`config.mk`:
```
export PLATFORM = sky130hd
export DESIGN_NAME = vid_dispatch
export DESIGN_NICKNAME = d
export VERILOG_FILES = /design/src/rtl/vid_pkg.sv /design/src/rtl/vid_legacy_map.sv /design/src/rtl/vid_edge_detect.sv /design/src/rtl/vid_prio_pick.sv /design/src/rtl/vid_dispatch.sv
export SDC_FILE = /design/constraint.sdc
export NUM_CORES = 1
export LEC_CHECK = 0
export BUFFER_PORTS_ARGS = -buffer_cell sky130_fd_sc_hd__buf_2
export CAP_MARGIN = 5
export CELL_PAD_IN_SITES_DETAIL_PLACEMENT = 1
export CELL_PAD_IN_SITES_GLOBAL_PLACEMENT = 2
export CORE_MARGIN = 2
export CORE_UTILIZATION = 25
export DETAILED_ROUTE_END_ITERATION = 12
export PLACE_DENSITY = 0.8
export SLEW_MARGIN = 20
export SYNTH_ARGS = -nofsm -noshare
export SYNTH_HDL_FRONTEND = slang
export SYNTH_HIERARCHICAL = 1
export SYNTH_SLANG_ARGS = --single-unit
```
`constraint.sdc`:
```
create_clock -name clk -period 3.14 [get_ports clk]
set_input_delay 0 -clock clk [delete_from_list [all_inputs] [get_ports clk]]
set_output_delay 0 -clock clk [all_outputs]
set_load 0.05 [all_outputs]
```
`src/rtl/vid_pkg.sv`:
```
package vid_pkg;

  // Legacy route: bit 6 = valid, bits 5..0 = vector number
  function automatic logic [6:0] legacy_route(input int idx);
    case (idx)
      1:       legacy_route = {1'b1, 6'h29};
      4:       legacy_route = {1'b1, 6'h2b};
      6:       legacy_route = {1'b1, 6'h27};
      7:       legacy_route = {1'b1, 6'h22};
      12:      legacy_route = {1'b1, 6'h2a};
      default: legacy_route = 7'h00;
    endcase
  endfunction

  // Payload word 0: fixed 0x1f field above the vector number
  function automatic logic [63:0] payload_word(input logic [5:0] vec);
    payload_word = (64'h1f << 6) | {58'd0, vec};
  endfunction

endpackage

```
`src/rtl/vid_legacy_map.sv`:
```
module vid_legacy_map #(
  parameter int NUM_LEGACY = 16,
  parameter int NUM_VEC    = 48
) (
  input  logic [NUM_LEGACY-1:0] legacy_lines,
  output logic [NUM_VEC-1:0]    mapped
);
  import vid_pkg::*;

  always_comb begin
    mapped = '0;
    for (int i = 0; i < NUM_LEGACY; i++) begin
      logic [6:0] r;
      r = legacy_route(i);
      if (r[6] && (int'(r[5:0]) < NUM_VEC))
        mapped[r[5:0]] = mapped[r[5:0]] | legacy_lines[i];
    end
  end
endmodule

```
`src/rtl/vid_edge_detect.sv`:
```
module vid_edge_detect #(
  parameter int NUM_VEC = 48
) (
  input  logic               clk,
  input  logic               rst_n,
  input  logic [NUM_VEC-1:0] lines,
  output logic [NUM_VEC-1:0] rise,
  output logic [NUM_VEC-1:0] fall
);
  logic [NUM_VEC-1:0] prev_q;

  always_ff @(posedge clk) begin
    if (!rst_n) prev_q <= '0;
    else        prev_q <= lines;
  end

  assign rise = lines & ~prev_q;
  assign fall = ~lines & prev_q;
endmodule

```
`src/rtl/vid_prio_pick.sv`:
```
module vid_prio_pick #(
  parameter int NUM_VEC = 48,
  localparam int VEC_W  = $clog2(NUM_VEC)
) (
  input  logic [NUM_VEC-1:0] req,
  output logic               found,
  output logic [VEC_W-1:0]   idx
);
  always_comb begin
    found = 1'b0;
    idx   = '0;
    for (int i = NUM_VEC - 1; i >= 0; i--) begin
      if (req[i]) begin
        found = 1'b1;
        idx   = VEC_W'(i);
      end
    end
  end
endmodule

```
`src/rtl/vid_dispatch.sv`:
```
module vid_dispatch #(
  parameter int NUM_VEC    = 48,
  parameter int NUM_LEGACY = 16,
  parameter int DATA_W     = 64
) (
  input  logic                  clk,
  input  logic                  rst_n,
  input  logic [NUM_VEC-1:0]    vec_lines,
  input  logic [NUM_LEGACY-1:0] legacy_lines,
  output logic                  busy,
  output logic                  irq_req,
  output logic                  wake,
  output logic [DATA_W-1:0]     data0,
  output logic [DATA_W-1:0]     data1,
  output logic [DATA_W-1:0]     data2
);
  import vid_pkg::*;

  localparam int VEC_W = $clog2(NUM_VEC);
  localparam logic [NUM_VEC-1:0] ONE = {{(NUM_VEC-1){1'b0}}, 1'b1};

  logic [NUM_VEC-1:0] legacy_vec, all_lines, rise_vec, fall_vec;
  logic               any_rise;
  logic [VEC_W-1:0]   pick_idx;
  logic               capture_evt, release_evt;

  logic               busy_q, wake_q;
  logic [VEC_W-1:0]   cap_q;
  logic [DATA_W-1:0]  d0_q, d1_q, d2_q;

  vid_legacy_map #(.NUM_LEGACY(NUM_LEGACY), .NUM_VEC(NUM_VEC)) u_map (
    .legacy_lines(legacy_lines),
    .mapped      (legacy_vec)
  );

  assign all_lines = vec_lines | legacy_vec;

  vid_edge_detect #(.NUM_VEC(NUM_VEC)) u_edge (
    .clk  (clk),
    .rst_n(rst_n),
    .lines(all_lines),
    .rise (rise_vec),
    .fall (fall_vec)
  );

  vid_prio_pick #(.NUM_VEC(NUM_VEC)) u_pick (
    .req  (rise_vec),
    .found(any_rise),
    .idx  (pick_idx)
  );

  assign capture_evt = !busy_q && any_rise;
  assign release_evt = busy_q && fall_vec[cap_q];

  always_ff @(posedge clk) begin
    if (!rst_n) begin
      busy_q <= 1'b0;
      wake_q <= 1'b0;
      cap_q  <= '0;
      d0_q   <= '0;
      d1_q   <= '0;
      d2_q   <= '0;
    end else begin
      wake_q <= capture_evt;
      if (capture_evt) begin
        busy_q <= 1'b1;
        cap_q  <= pick_idx;
        d0_q   <= DATA_W'(payload_word(6'(pick_idx)));
        d1_q   <= '0;
        d2_q   <= '0;
      end else if (release_evt) begin
        busy_q <= 1'b0;
      end
    end
  end

  assign busy    = busy_q;
  assign irq_req = busy_q;
  assign wake    = wake_q;
  assign data0   = d0_q;
  assign data1   = d1_q;
  assign data2   = d2_q;

  // Assertions
  p_capture_r2: assert property (@(posedge clk) disable iff (!rst_n)
    capture_evt |=> busy && irq_req && wake);

  p_wake_pulse_r2: assert property (@(posedge clk) disable iff (!rst_n)
    wake |=> !wake);

  p_payload_r3: assert property (@(posedge clk) disable iff (!rst_n)
    wake |-> (data0[10:6] == 5'h1f) && (data1 == '0) && (data2 == '0));

  p_ignore_r4: assert property (@(posedge clk) disable iff (!rst_n)
    (busy && !release_evt) |=> busy && $stable(data0));

  p_release_r5: assert property (@(posedge clk) disable iff (!rst_n)
    release_evt |=> !busy && !irq_req && !wake);

  p_prio_r7: assert property (@(posedge clk) disable iff (!rst_n)
    any_rise |-> rise_vec[pick_idx] && ((rise_vec & ((ONE << pick_idx) - ONE)) == '0));
endmodule

```
# Word-level counts from Yosys, hierarchy flattened
# Index checks and enable logic that the tools add are counted.
# totals
out_inout_bits	195
ff_bits	63
in_bits	66
wordCells	115
# op_classes
order_cmp	1
reduce_logical	4
bitwise_logic	5
mux	100
# ops
operator	n
two-way mux 6 bit	48
AND 48 bit	2
NOT 48 bit	2
two-way mux 1 bit	51
OR 48 x 44 -> 48 bit	1
< comparator 6 x 7 -> 1 bit, second input constant	1
binary-select mux 1 bit (select 6 bit)	1
logical AND 1 bit	2
nonzero test 2 bit	1
zero test 1 bit	1

# Logic depth before layout (Yosys ltp)
# Gate-level depths: netlist of the first run.
# logic_depth
word_depth	52
ltp_mapped	13
mapped_depth_nobuf	12

# Cells and area by module
# The synthesis of the first run kept the hierarchy.
# by_module_without_submodules
module	cells_per_inst	n_inst	area_each_um2
vid_dispatch	322	1	2508.7
vid_edge_detect	197	1	1905.6
vid_prio_pick	108	1	630.6
vid_legacy_map	49	1	364.1

# Worst setup path after synthesis of the first run
# Ideal clock, no wire load.
# synth_path
kind	input-to-reg
startpoint	input port vec_lines[11]
endpoint	register busy_q (netlist: busy)
cell_stages	12
required_time_ps	3015
slack_ps	761
arrival_ps	2254
path_buffers	0
cell_sequence	or2_2 nor2b_1 or4_4 nor4b_4 nand2b_2 nor2_1 nand2_1 and3b_1 nor3b_1 nand3_1 o21ai_0 nor4b_2
# synth_between
elab_chain_len	16
elab_cells_between_ends	22
cone_classes	mux (15); bitwise (4); reduce/logical (3)
# synth_lines
element	line	rtl
from (decl)	vid_dispatch.sv:8	input logic [NUM_VEC-1:0] vec_lines,
OR 48 x 44 -> 48 bit *	vid_dispatch.sv:36	assign all_lines = vec_lines | legacy_vec;
AND 48 bit *	vid_edge_detect.sv:17	assign rise = lines & ~prev_q;
net rise_vec[11]	vid_dispatch.sv:22	logic [NUM_VEC-1:0] legacy_vec, all_lines, rise_vec, fall_vec;
two-way mux 1 bit * (12 in a row)	vid_prio_pick.sv:13	if (req[i]) begin
net any_rise	vid_dispatch.sv:23	logic any_rise;
logical AND 1 bit *	vid_dispatch.sv:52	assign capture_evt = !busy_q && any_rise;
two-way mux 1 bit / nonzero test 2 bit (equally long branches)	-	
to (signal assigned)	vid_dispatch.sv:57	busy_q <= 1'b0;
to (signal assigned)	vid_dispatch.sv:66	busy_q <= 1'b1;
to (signal assigned)	vid_dispatch.sv:72	busy_q <= 1'b0;
to (decl)	vid_dispatch.sv:27	logic busy_q, wake_q;
# Mark *: on every way through the listed nets, which the timed path passes. The rest lies on a longest branch. The select of a mux whose other input is x is not followed.
# A chain may end at the register's enable or synchronous reset.

# Final worst setup path of the first run
# layout_path
startpoint	input port vec_lines[11]
endpoint	register busy_q (netlist: busy)
# layout_between
elab_chain_len	16
elab_cells_between_ends	22
cone_classes	mux (15); bitwise (4); reduce/logical (3)
# layout_lines
element	line
OR 48 x 44 -> 48 bit *	vid_dispatch.sv:36
net all_lines[11]	vid_dispatch.sv:22
AND 48 bit *	vid_edge_detect.sv:17
net rise_vec[11]	vid_dispatch.sv:22
two-way mux 1 bit * (12 in a row)	vid_prio_pick.sv:13
net any_rise	vid_dispatch.sv:23
logical AND 1 bit *	vid_dispatch.sv:52
two-way mux 1 bit / nonzero test 2 bit (equally long branches)	-
# Marked as above.

==> results.ini, run 1 <==
[clocking]
cts_buffers=9
htreeDepth=3
insertion_delay_ps=330
clk_pin_slew_ps=50
cts_buffer_depth=2
clkSinkCount=57
cts_tree=yes
root_buffer=clkbuf_16

[sta]
setup_viol=0
layout_min_cycle_time_ps=2920
setup-tns-final_ps=0
max_freq_mhz=342.5
rsz0062_at_grt=false
worst_pin_slew_ps=932.8
finalHoldViolCount=0
skew_ps=3.850
post-route-period-util_pct=92.99
fin_hold_ws_ps=1.027
drv_slew=0
worst_slack_ps=220.1
max_slew_margin_pct=37.73

[grt]
grt_pass1_wl_um=18260
grt_pass1_vias=3635
gr-total-overflow=0
antenna_found_initial=0
grt_usage_pct=10.41
grt_max_degree=38

[placed_design]
gp_congestion=0.7644
dp_cells=1001
place_ws_ps=307.5
io_buffers=68
dp_hpwl_um=9697

[drt]
vias=3873
postRouteAntennaNets=0
avgRoutedWirePerCell_um=11.43
routed_wl_um=12000
dr.pass1.iters=4
drt-initial-drc-count=82
drc=0
vias_per_cell=3.689

[logic_synthesis]
synth.distinct_cells=51
yosysTopAreaCellShare_pct=32.48
synth_top_area_cell=buf_4
ys_top_cells_by_area=buf_4, dfxtp_1, nor2b_1
synthCells=676
async_flop_share_pct=0
yosys_warnings=6
ys_ff_latch=57
synth_edf_count=0
avgSynthCellArea_sq_um=8.001
ys.flop_type=dfxtp_1
syn_area_sq_um=5409
ys_seq_area_share_pct=21.10

[layout]
instances_no_fill=1050
antennaDiodeCount=0
area_delta_synth_final_pct=6.431
final_common_cell=conb_1
layout_common_cells=conb_1, nor2b_1, buf_2
layout-drive-gt1-share_pct=18.97
fill_cells=2678
num-nets-final=838

[die]
num_rows=53
start_util_pct=25.57
die_area_sq_um=22830
die_h_um=151.1
die_w_um=151.1
num_io_pins=261
core_area_sq_um=21150

[setup_path]
arrival_ps=3130
startpoint_type=primary input
crit_path_end_kind=flop
slowest_stage=or4_4
max_stage_delay_ps=560
crit_chain=dlygate4sd3_1 -> buf_2 -> or2_2 -> nor2b_2 -> or4_4 -> nor4b_4 -> nand2b_2 -> nor2_2 -> nand2_1 -> and3b_2 -> nor3_1 -> nand4_1 -> nor4b_2
cp.required_ps=3350
path_class=primary input to flop
cp_max_fo=4
crit_buf_inv=2
cp_top_family=simple AND/OR/NAND/NOR gates

[hold_path]
hold_class=primary input to flop

[power_and_ir_drop]
ir_drop_mv=0.1922
p_leak_uw=0.002574
p_total_uw=2569
power_density_nw_per_um2=446.2

[status]
status=finished, final reports clean

[run]
maxCapViolations=0

## Yosys cell counts, types with 2 or more instances
cell and n:
nor3b_1 4, clkbuf_1 2, a21oi_1 8, nor3_1 8, o2111ai_1 2, buf_4 234
o211ai_1 2, nor2b_1 111, a2111oi_0 5, nand2_1 16, o31ai_1 3, clkbuf_2 2
nor4_1 15, conb_1 2, a31oi_1 2, nand4_1 2, or2_2 48, nand3_1 7
and2_1 49, mux2i_1 24, dfxtp_1 57, buf_6 4, a22oi_1 4, o21bai_1 3
inv_1 10, buf_2 3, nor2_1 18, o21ai_0 8
## cell families (layout without fill, tap and decap cells)
family	after synthesis	after routing	share of synthesized area, %
buffers and inverters	255	132	34.61
AND/OR/NAND/NOR	290	290	32.66
flip-flops	57	57	21.10
multiplexers	27	27	5.621
AO/OA/AOI/OAI	45	45	5.876
other	2	224	0.1388
## registers in the layout, indices dropped and copies added (netlist names)
signal	cells
busy	1
cap_q	5
data0	2
u_edge/prev_q	48
wake	1
## metal layers
metal | GRT usage, % | vias to the layer above | wire length (um)
li1 | - | 1939 | -
met1 | 13.14 | 1775 | 5398
met2 | 17.52 | 145 | 5734
met3 | 1.867 | 14 | 636
met4 | 4.206 | 0 | 229
met5 | 0 | - | 0
## final timing paths
| path | slack, ps | to | from | cells after the start |
|---|---|---|---|---|
| max | 220 | busy$_SDFFE_PN0P_ | vec_lines[11] | 13 |
| min | 1 | u_edge/prev_q[36]$_SDFF_PN0_ | vec_lines[36] | 3 |
| max reg2reg | 610 | busy$_SDFFE_PN0P_ | u_edge/prev_q[11]$_SDFF_PN0_ | 10 |
| min reg2reg | 580 | data0[6]$_SDFFE_PN0P_ | data0[6]$_SDFFE_PN0P_ | 1 |
## worst reg2reg max path, stage by stage (launching register included)
cell and delay, ps:
dfxtp_1 330, nor2b_2 70, or4_4 560, nor4b_4 310, nand2b_2 130, nor2_2 90
nand2_1 90, and3b_2 240, nor3_1 270, nand4_1 150, nor4b_2 180
## layout make-up
class | instances | area, sq um | share of cell area (%)
inverter | 10 | 37.54 | 0.6520
sequential | 57 | 1141 | 19.82
timing repair buffer | 108 | 725.7 | 12.61
multi-input combinational | 586 | 3244 | 56.36
clock buffer | 14 | 264.0 | 4.586
tap | 275 | 344.1 | 5.977
## repair_timing
| action | 4_1_cts | 5_1_grt |
|---|---|---|
| gates resized for setup | 0 | 6 |
| endpoints found under the hold margin | 32 | 0 |
| hold buffers | 34 | 0 |
| setup endpoints to repair | 0 | 1 |
| setup buffers | 0 | 1 |
## report_power, final
group          switching (uW)  internal (uW)  leakage (uW)
Sequential               31.1            772      0.000477
Combinational             688            190       0.00197
Clock                     320            568      0.000129
## stage by stage
step	utilization, %	cell area, sq um
CTS	27.11	5734
floorplan	-	6242
global route	27.21	5757
detailed placement	24.25	5130
global placement	24.25	5130
finish	27.21	5757
(Power assumes the default switching activity.)
==> run 2, diff against run 1 <==
- clock period: 3.14 -> 3.3 ns (I/O delays scaled with it)
==> run 2 against run 1 <==
  * Combinational power decreased by 4.8%
  * Critical path depth increased by 1
  * Setup slack improved by 17 ps
  * Global-route usage increased by 0.21 points
  * Sequential share of layout area increased by 0.069 points
  * Sequential cell count unchanged
  * Critical endpoint unchanged
  * Highest routed layer unchanged
==> results.ini, run 2 (same netlist as run 1, synthesis figures left out) <==
[clocking]
clkSinkCount=57  ; unchanged
cts_buffers=9  ; unchanged
htreeDepth=3  ; unchanged
cts_buffer_depth=2  ; unchanged
clk_pin_slew_ps=50  ; about the same
cts_resized=0  ; unchanged
cts_tree=yes
ctsHoldBuffers=35  ; +2.9%
insertion_delay_ps=330  ; about the same
post_cts_buffers=0  ; unchanged
root_buffer=clkbuf_16

[grt]
grt_max_degree=57  ; +50%
gr-total-overflow=0  ; unchanged
grt_pass1_wl_um=18590  ; +1.8%
antenna_found_initial=0  ; unchanged
grt_pass1_vias=3695  ; +1.7%
grt_usage_pct=10.62  ; +0.21 points

[power_and_ir_drop]
power_density_nw_per_um2=424.3  ; -4.9%
p_total_uw=2434  ; -5.2%
p_switching_uw=999.4  ; -3.8%
p_leak_uw=0.002560  ; -0.55%
clkPwrFrac_pct=34.3  ; -0.3 points
ir_drop_mv=0.1987  ; +3.4%
internal_power_uw=1435  ; -6.2%
p_comb_share_pct=34.4  ; +0.2 points
pwr-share-seq_pct=31.4  ; about the same
swShare_pct=41.06  ; +0.60 points

[setup_path]
slowest_stage=or4_4
crit_path_end_kind=flop
max_stage_delay_ps=570  ; about the same
rr_worst_depth=11  ; +1
cp.required_ps=3510  ; +160 ps
rrSetupSlack_ps=630  ; +20 ps
crit_chain=dlygate4sd3_1 -> buf_2 -> or2_2 -> nor2b_1 -> or4_4 -> nor4b_4 -> nand2b_2 -> nor2_1 -> nand2_1 -> and3b_1 -> nor3b_1 -> nand3_1 -> o21ai_0 -> nor4b_2
arrival_ps=3280  ; +150 ps
cp_max_fo=4  ; unchanged
timing.rr.start=u_edge/prev_q[11]$_SDFF_PN0_
startpoint_type=primary input
path_class=primary input to flop
cp-endpoint=busy$_SDFFE_PN0P_
reg2reg_to=busy$_SDFFE_PN0P_
crit_path_start=vec_lines[11]

[drt]
top_layer_used=met4
met3_length_um=690  ; +8.5%
avgRoutedWirePerCell_um=11.61  ; +1.6%
dr.pass1.iters=4  ; unchanged
vias=3905  ; +0.83%
drt-initial-drc-count=102  ; +24%
drt-met1-wl_um=5282  ; -2.1%
drc=0  ; unchanged
routed_wl_um=12200  ; +1.6%
postRouteAntennaNets=0  ; unchanged
vias_per_cell=3.719  ; +0.83%
wl_met2_um=6045  ; +5.4%

[sta]
max_slew_margin_pct=41.16  ; +3.4 points
drv_slew=0  ; unchanged
skew_ps=7.485  ; +3.635 ps
finalHoldViolCount=0  ; unchanged
max_freq_mhz=326.5
layout_min_cycle_time_ps=3063
post-route-period-util_pct=92.81
setup-tns-final_ps=0  ; unchanged
rsz0062_at_grt=false
fin_hold_ws_ps=0.2529  ; -0.7745 ps
setup_viol=0  ; unchanged
worst_pin_slew_ps=881.4  ; -51.42 ps

[die]
start_util_pct=25.57  ; unchanged
die_area_sq_um=22830  ; unchanged
core_area_sq_um=21150  ; unchanged
die_w_um=151.1  ; unchanged
num_rows=53  ; unchanged
die_h_um=151.1  ; unchanged
num_io_pins=261  ; unchanged

[hold_path]
min_path_cells=3  ; unchanged
hold_class=primary input to flop

[placed_design]
io_buffers=68  ; unchanged
dp_hpwl_um=9725  ; +0.30%
gp_congestion=0.7764  ; +1.6%

[layout]
layout_common_cells=conb_1, nor2b_1, buf_2
final_common_cell=conb_1
area_delta_synth_final_pct=6.061
fill_cells=2673  ; -0.19%
num-nets-final=837  ; -0.12%
regMostFlops=u_edge/prev_q
largest_register_ffs=48  ; unchanged
antennaDiodeCount=0  ; unchanged
layout-drive-gt1-share_pct=18.32  ; -0.65 points

[status]
status=finished, final reports clean

[run]
maxCapViolations=0  ; unchanged

-- run 2: cell types whose count changed in the layout (fill, tap and decap cells not counted), sizes merged --
cell	previous run	this run
dlygate4sd3	34	35
clkinv	0	2
buf	74	72
clkbuf	14	12
clkinvlp	0	1
-- run 2: cell type report --
| class | instances | area (sq um) | area share, % |
|---|---|---|---|
| flip-flops and latches | 57 | 1141 | 19.89 |
| clock buffers | 12 | 246.5 | 4.297 |
| clock inverters | 3 | 17.52 | 0.3053 |
| inverters | 10 | 37.54 | 0.6543 |
| repair buffers | 107 | 720.7 | 12.56 |
| multi-input cells | 586 | 3229 | 56.29 |
| well taps | 275 | 344.1 | 5.998 |
-- run 2: worst min path at each step --
stage	end	from	slack, ps
2_1_floorplan	data0[6]$_SDFFE_PN0P_	rst_n	120
6_report	u_edge/prev_q[18]$_SDFF_PN0_	vec_lines[18]	0.3
5_1_grt	u_edge/prev_q[18]$_SDFF_PN0_	vec_lines[18]	10
3_5_place_dp	u_edge/prev_q[38]$_SDFF_PN0_	vec_lines[38]	320
4_1_cts	u_edge/prev_q[24]$_SDFF_PN0_	vec_lines[24]	0.3
3_3_place_gp	u_edge/prev_q[6]$_SDFF_PN0_	vec_lines[6]	310
-- run 2: power by group through the flow --
stage / registers [uW] / clock network [uW] / logic (uW)
floorplan: 780 / 0 / 907
global placement: 776 / 0 / 794
detailed placement: 778 / 0 / 799
CTS: 765 / 861 / 833
global route: 770 / 887 / 902
finish: 764 / 834 / 836
-- run 2: metrics by stage --
step | setup slack [ps] | util (%) | cells | cell area [sq um]
final | 237.3 | 27.12 | 1050 | 5737
after global routing | 61.14 | 27.12 | 1050 | 5737
after floorplan | 920.8 | - | 898 | 6242
after detailed placement | 474.2 | 24.21 | 1000 | 5122
after CTS | 258.4 | 27.12 | 1050 | 5737
after global placement | 565.3 | 24.21 | 1000 | 5122
-- run 2: critical path, delay by kind of cell --
family	cells	cell delay [ps]
buf+inv	2	650
simple gates	11	2370
compound gates	1	260
-- run 2: routing by layer --
metal	vias up	global-route usage, %
met3	10	2.289
met4	0	3.645
met1	1815	12.80
met2	149	18.66
li1	1931	-
met5	-	0
==> run 3, diff against run 2 <==
- ABC_AREA: unset -> 1
- CORE_UTILIZATION: 25 -> 23
==> run 3 against run 2 <==
  * Critical path depth rose by 35
  * Sequential power rose by 6.4%
  * Die area rose by 14%
  * Core utilization fell by 1.5 points
  * Cell count rose by 32%
  * Synthesized area rose by 4.8%
  * Clock-buffer cell count rose by 3
  * Non-clock buffer count rose by 17
==> results.ini, run 3 <==
[logic_synthesis]
yosysTopAreaCellShare_pct=31.39  ; -1.1 points
synthTopCellsByCount=buf_4, inv_1, nand2_1, nor2_1, dfxtp_1
syn_area_sq_um=5668  ; +4.8%
async_flop_share_pct=0  ; unchanged
ys_seq_area_share_pct=20.13  ; -0.96 points
synth_edf_count=0  ; unchanged
avgSynthCellArea_sq_um=5.979  ; -25%
synth.distinct_cells=27  ; -47%
ys.flop_type=dfxtp_1
synth_top_area_cell=buf_4
yosysMostFrequentCell=buf_4
synthCells=948  ; +40%
ys_top_cells_by_area=buf_4, dfxtp_1, inv_1
ys_ff_latch=57  ; unchanged
yosys_warnings=6  ; unchanged

[layout]
stdcell_area_sq_um=6222  ; +8.5%
instances_no_fill=1386  ; +32%
fill_cells=3231  ; +21%
final_common_cell=conb_1
area_delta_synth_final_pct=9.779
regMostFlops=u_edge/prev_q
layout_common_cells=conb_1, inv_1, nand2_1
antennaDiodeCount=0  ; unchanged
largest_register_ffs=48  ; unchanged
num-nets-final=1124  ; +34%
layout-drive-gt1-share_pct=13.28  ; -5.0 points

[die]
num_rows=57  ; +7.5%
die_area_sq_um=25910  ; +14%
num_io_pins=261  ; unchanged
die_w_um=161.0  ; +6.5%
core_area_sq_um=24250  ; +15%
start_util_pct=23.37  ; -2.2 points
die_h_um=161.0  ; +6.5%

[clocking]
htreeDepth=3  ; unchanged
clk_pin_slew_ps=50  ; about the same
insertion_delay_ps=340  ; about the same
cts_buffers=9  ; unchanged
cts_tree=yes
cts_buffer_depth=2  ; unchanged
post_cts_buffers=0  ; unchanged
root_buffer=clkbuf_16
clkSinkCount=57  ; unchanged

[setup_path]
max_stage_delay_ps=330  ; -240 ps
worst_path_most_repeated_cell=nand2_1
arrival_ps=3370  ; +90 ps
cp.required_ps=3570  ; +60 ps
cp_top_family=simple AND/OR/NAND/NOR gates
cp_max_fo=2  ; -2
startpoint_type=flop
timing.rr.start=u_edge/prev_q[45]$_SDFF_PN0_
path_class=flop to flop
rrSetupSlack_ps=200  ; -430 ps
reg2reg_to=cap_q[0]$_SDFFE_PN0P_
crit_path_end_kind=flop
rr_worst_depth=49  ; +38
slowest_stage=dfxtp_1
crit_path_start=u_edge/prev_q[45]$_SDFF_PN0_
crit_buf_inv=1  ; -1

[drt]
drc=0  ; unchanged
drt-initial-drc-count=113  ; +11%
postRouteAntennaNets=0  ; unchanged
dr.pass1.iters=4  ; unchanged
vias_per_cell=3.437  ; -7.6%
routed_wl_um=13270  ; +8.8%
vias=4764  ; +22%
avgRoutedWirePerCell_um=9.574  ; -18%

[sta]
drv_slew=0  ; unchanged
max_freq_mhz=322.8  ; -1.1%
layout_min_cycle_time_ps=3098  ; +34.89 ps
rsz0062_at_grt=true
skew_ps=3.656  ; -3.829 ps
finalHoldViolCount=0  ; unchanged
setup_viol=0  ; unchanged
post-route-period-util_pct=93.87  ; +1.1 points
worst_pin_slew_ps=795.1  ; -86.30 ps
max_slew_margin_pct=46.99  ; +5.8 points

[status]
status=finished, final reports clean

[hold_path]
hold_path_end=u_edge/prev_q[12]$_SDFF_PN0_
min_path_cells=3  ; unchanged
min-delay-start=rst_n
hold_class=primary input to flop

[power_and_ir_drop]
ir_drop_mv=0.2626  ; +32%
p_leak_uw=0.003896  ; +52%
power_density_nw_per_um2=470.5  ; +11%

[placed_design]
dpl_cell_area_sq_um=5418  ; +5.8%
dp_cells=1319  ; +32%
io_buffers=68  ; unchanged
dp_hpwl_um=10190  ; +4.7%
gp_congestion=0.7443  ; -4.1%

[grt]
antenna_found_initial=0  ; unchanged
grt_pass1_vias=4519  ; +22%
grt_max_degree=39  ; -32%
grt_usage_pct=10.37  ; -0.25 points
grt_pass1_wl_um=21270  ; +14%
gr-total-overflow=0  ; unchanged

[run]
maxCapViolations=0  ; unchanged

==> run 3: cell type report <==
class | instances | area [sq um] | share of cell area (%)
timing repair buffer | 124 | 895.9 | 14.40
tap | 324 | 405.4 | 6.515
clock buffer | 15 | 257.7 | 4.142
inverter | 214 | 808.3 | 12.99
sequential | 57 | 1142 | 18.36
multi-input combinational | 652 | 2713 | 43.60
==> run 3: logic make-up (layout without fill, tap and decap cells) <==
family | count (synthesis) | count (layout) | synth area share [%]
buf+inv | 461 | 353 | 47.06
simple gates | 402 | 402 | 30.00
flops | 57 | 57 | 20.13
compound gates | 26 | 26 | 2.671
other cells | 2 | 224 | 0.1325
==> run 3: power by group <==
part	leakage, uW	total, uW	internal [uW]	switching (uW)
registers	0.000478	813	757	55.6
logic	0.00329	1260	262	1000
clock network	0.000124	853	525	327
==> run 3: through the flow <==
stage | worst slack (ps) | util, % | total power (uW) | TNS [ps] | hold slack (ps)
finish | 202.4 | 25.66 | 2928 | 0 | 264.2
global route | -296.9 | 25.66 | 3128 | -296.9 | 313.7
CTS | 59.82 | 25.59 | 2980 | 0 | 274.1
detailed placement | 138.2 | 22.34 | 2049 | 0 | 300.5
global placement | 140.3 | 22.34 | 2036 | 0 | 295.3
floorplan | 593.4 | - | 2052 | 0 | 134.9
==> run 3: repair_timing <==
| item | 4_1_cts | 5_1_grt |
|---|---|---|
| setup endpoints to repair | 0 | 1 |
| hold buffers | 53 | 0 |
| endpoints found under the hold margin | 48 | 0 |
| resized for setup | 0 | 12 |
==> run 3: how the worst max path moves through the flow <==
stage	end	slack, ps	cells past startpoint
floorplan	cap_q[0]$_SDFFE_PN0P_	590	50
global placement	cap_q[0]$_SDFFE_PN0P_	140	53
detailed placement	cap_q[0]$_SDFFE_PN0P_	140	53
CTS	cap_q[0]$_SDFFE_PN0P_	60	51
global route	cap_q[0]$_SDFFE_PN0P_	-300	50
finish	cap_q[0]$_SDFFE_PN0P_	200	49
==> run 3: tightest hold or removal path, delay by kind of cell <==
kind,cells,cell delay (ps)
and+or+nand+nor,1,170
buffers and inverters,2,390
==> run 3: layer usage <==
| metal | track usage (%) | vias to the layer above | share of wire, % |
|---|---|---|---|
| met2 | 18.18 | 126 | 48 |
| met5 | 0 | - | 0 |
| li1 | - | 2481 | - |
| met3 | 2.131 | 14 | 5.5 |
| met4 | 3.774 | 0 | 1.6 |
| met1 | 12.54 | 2143 | 44 |
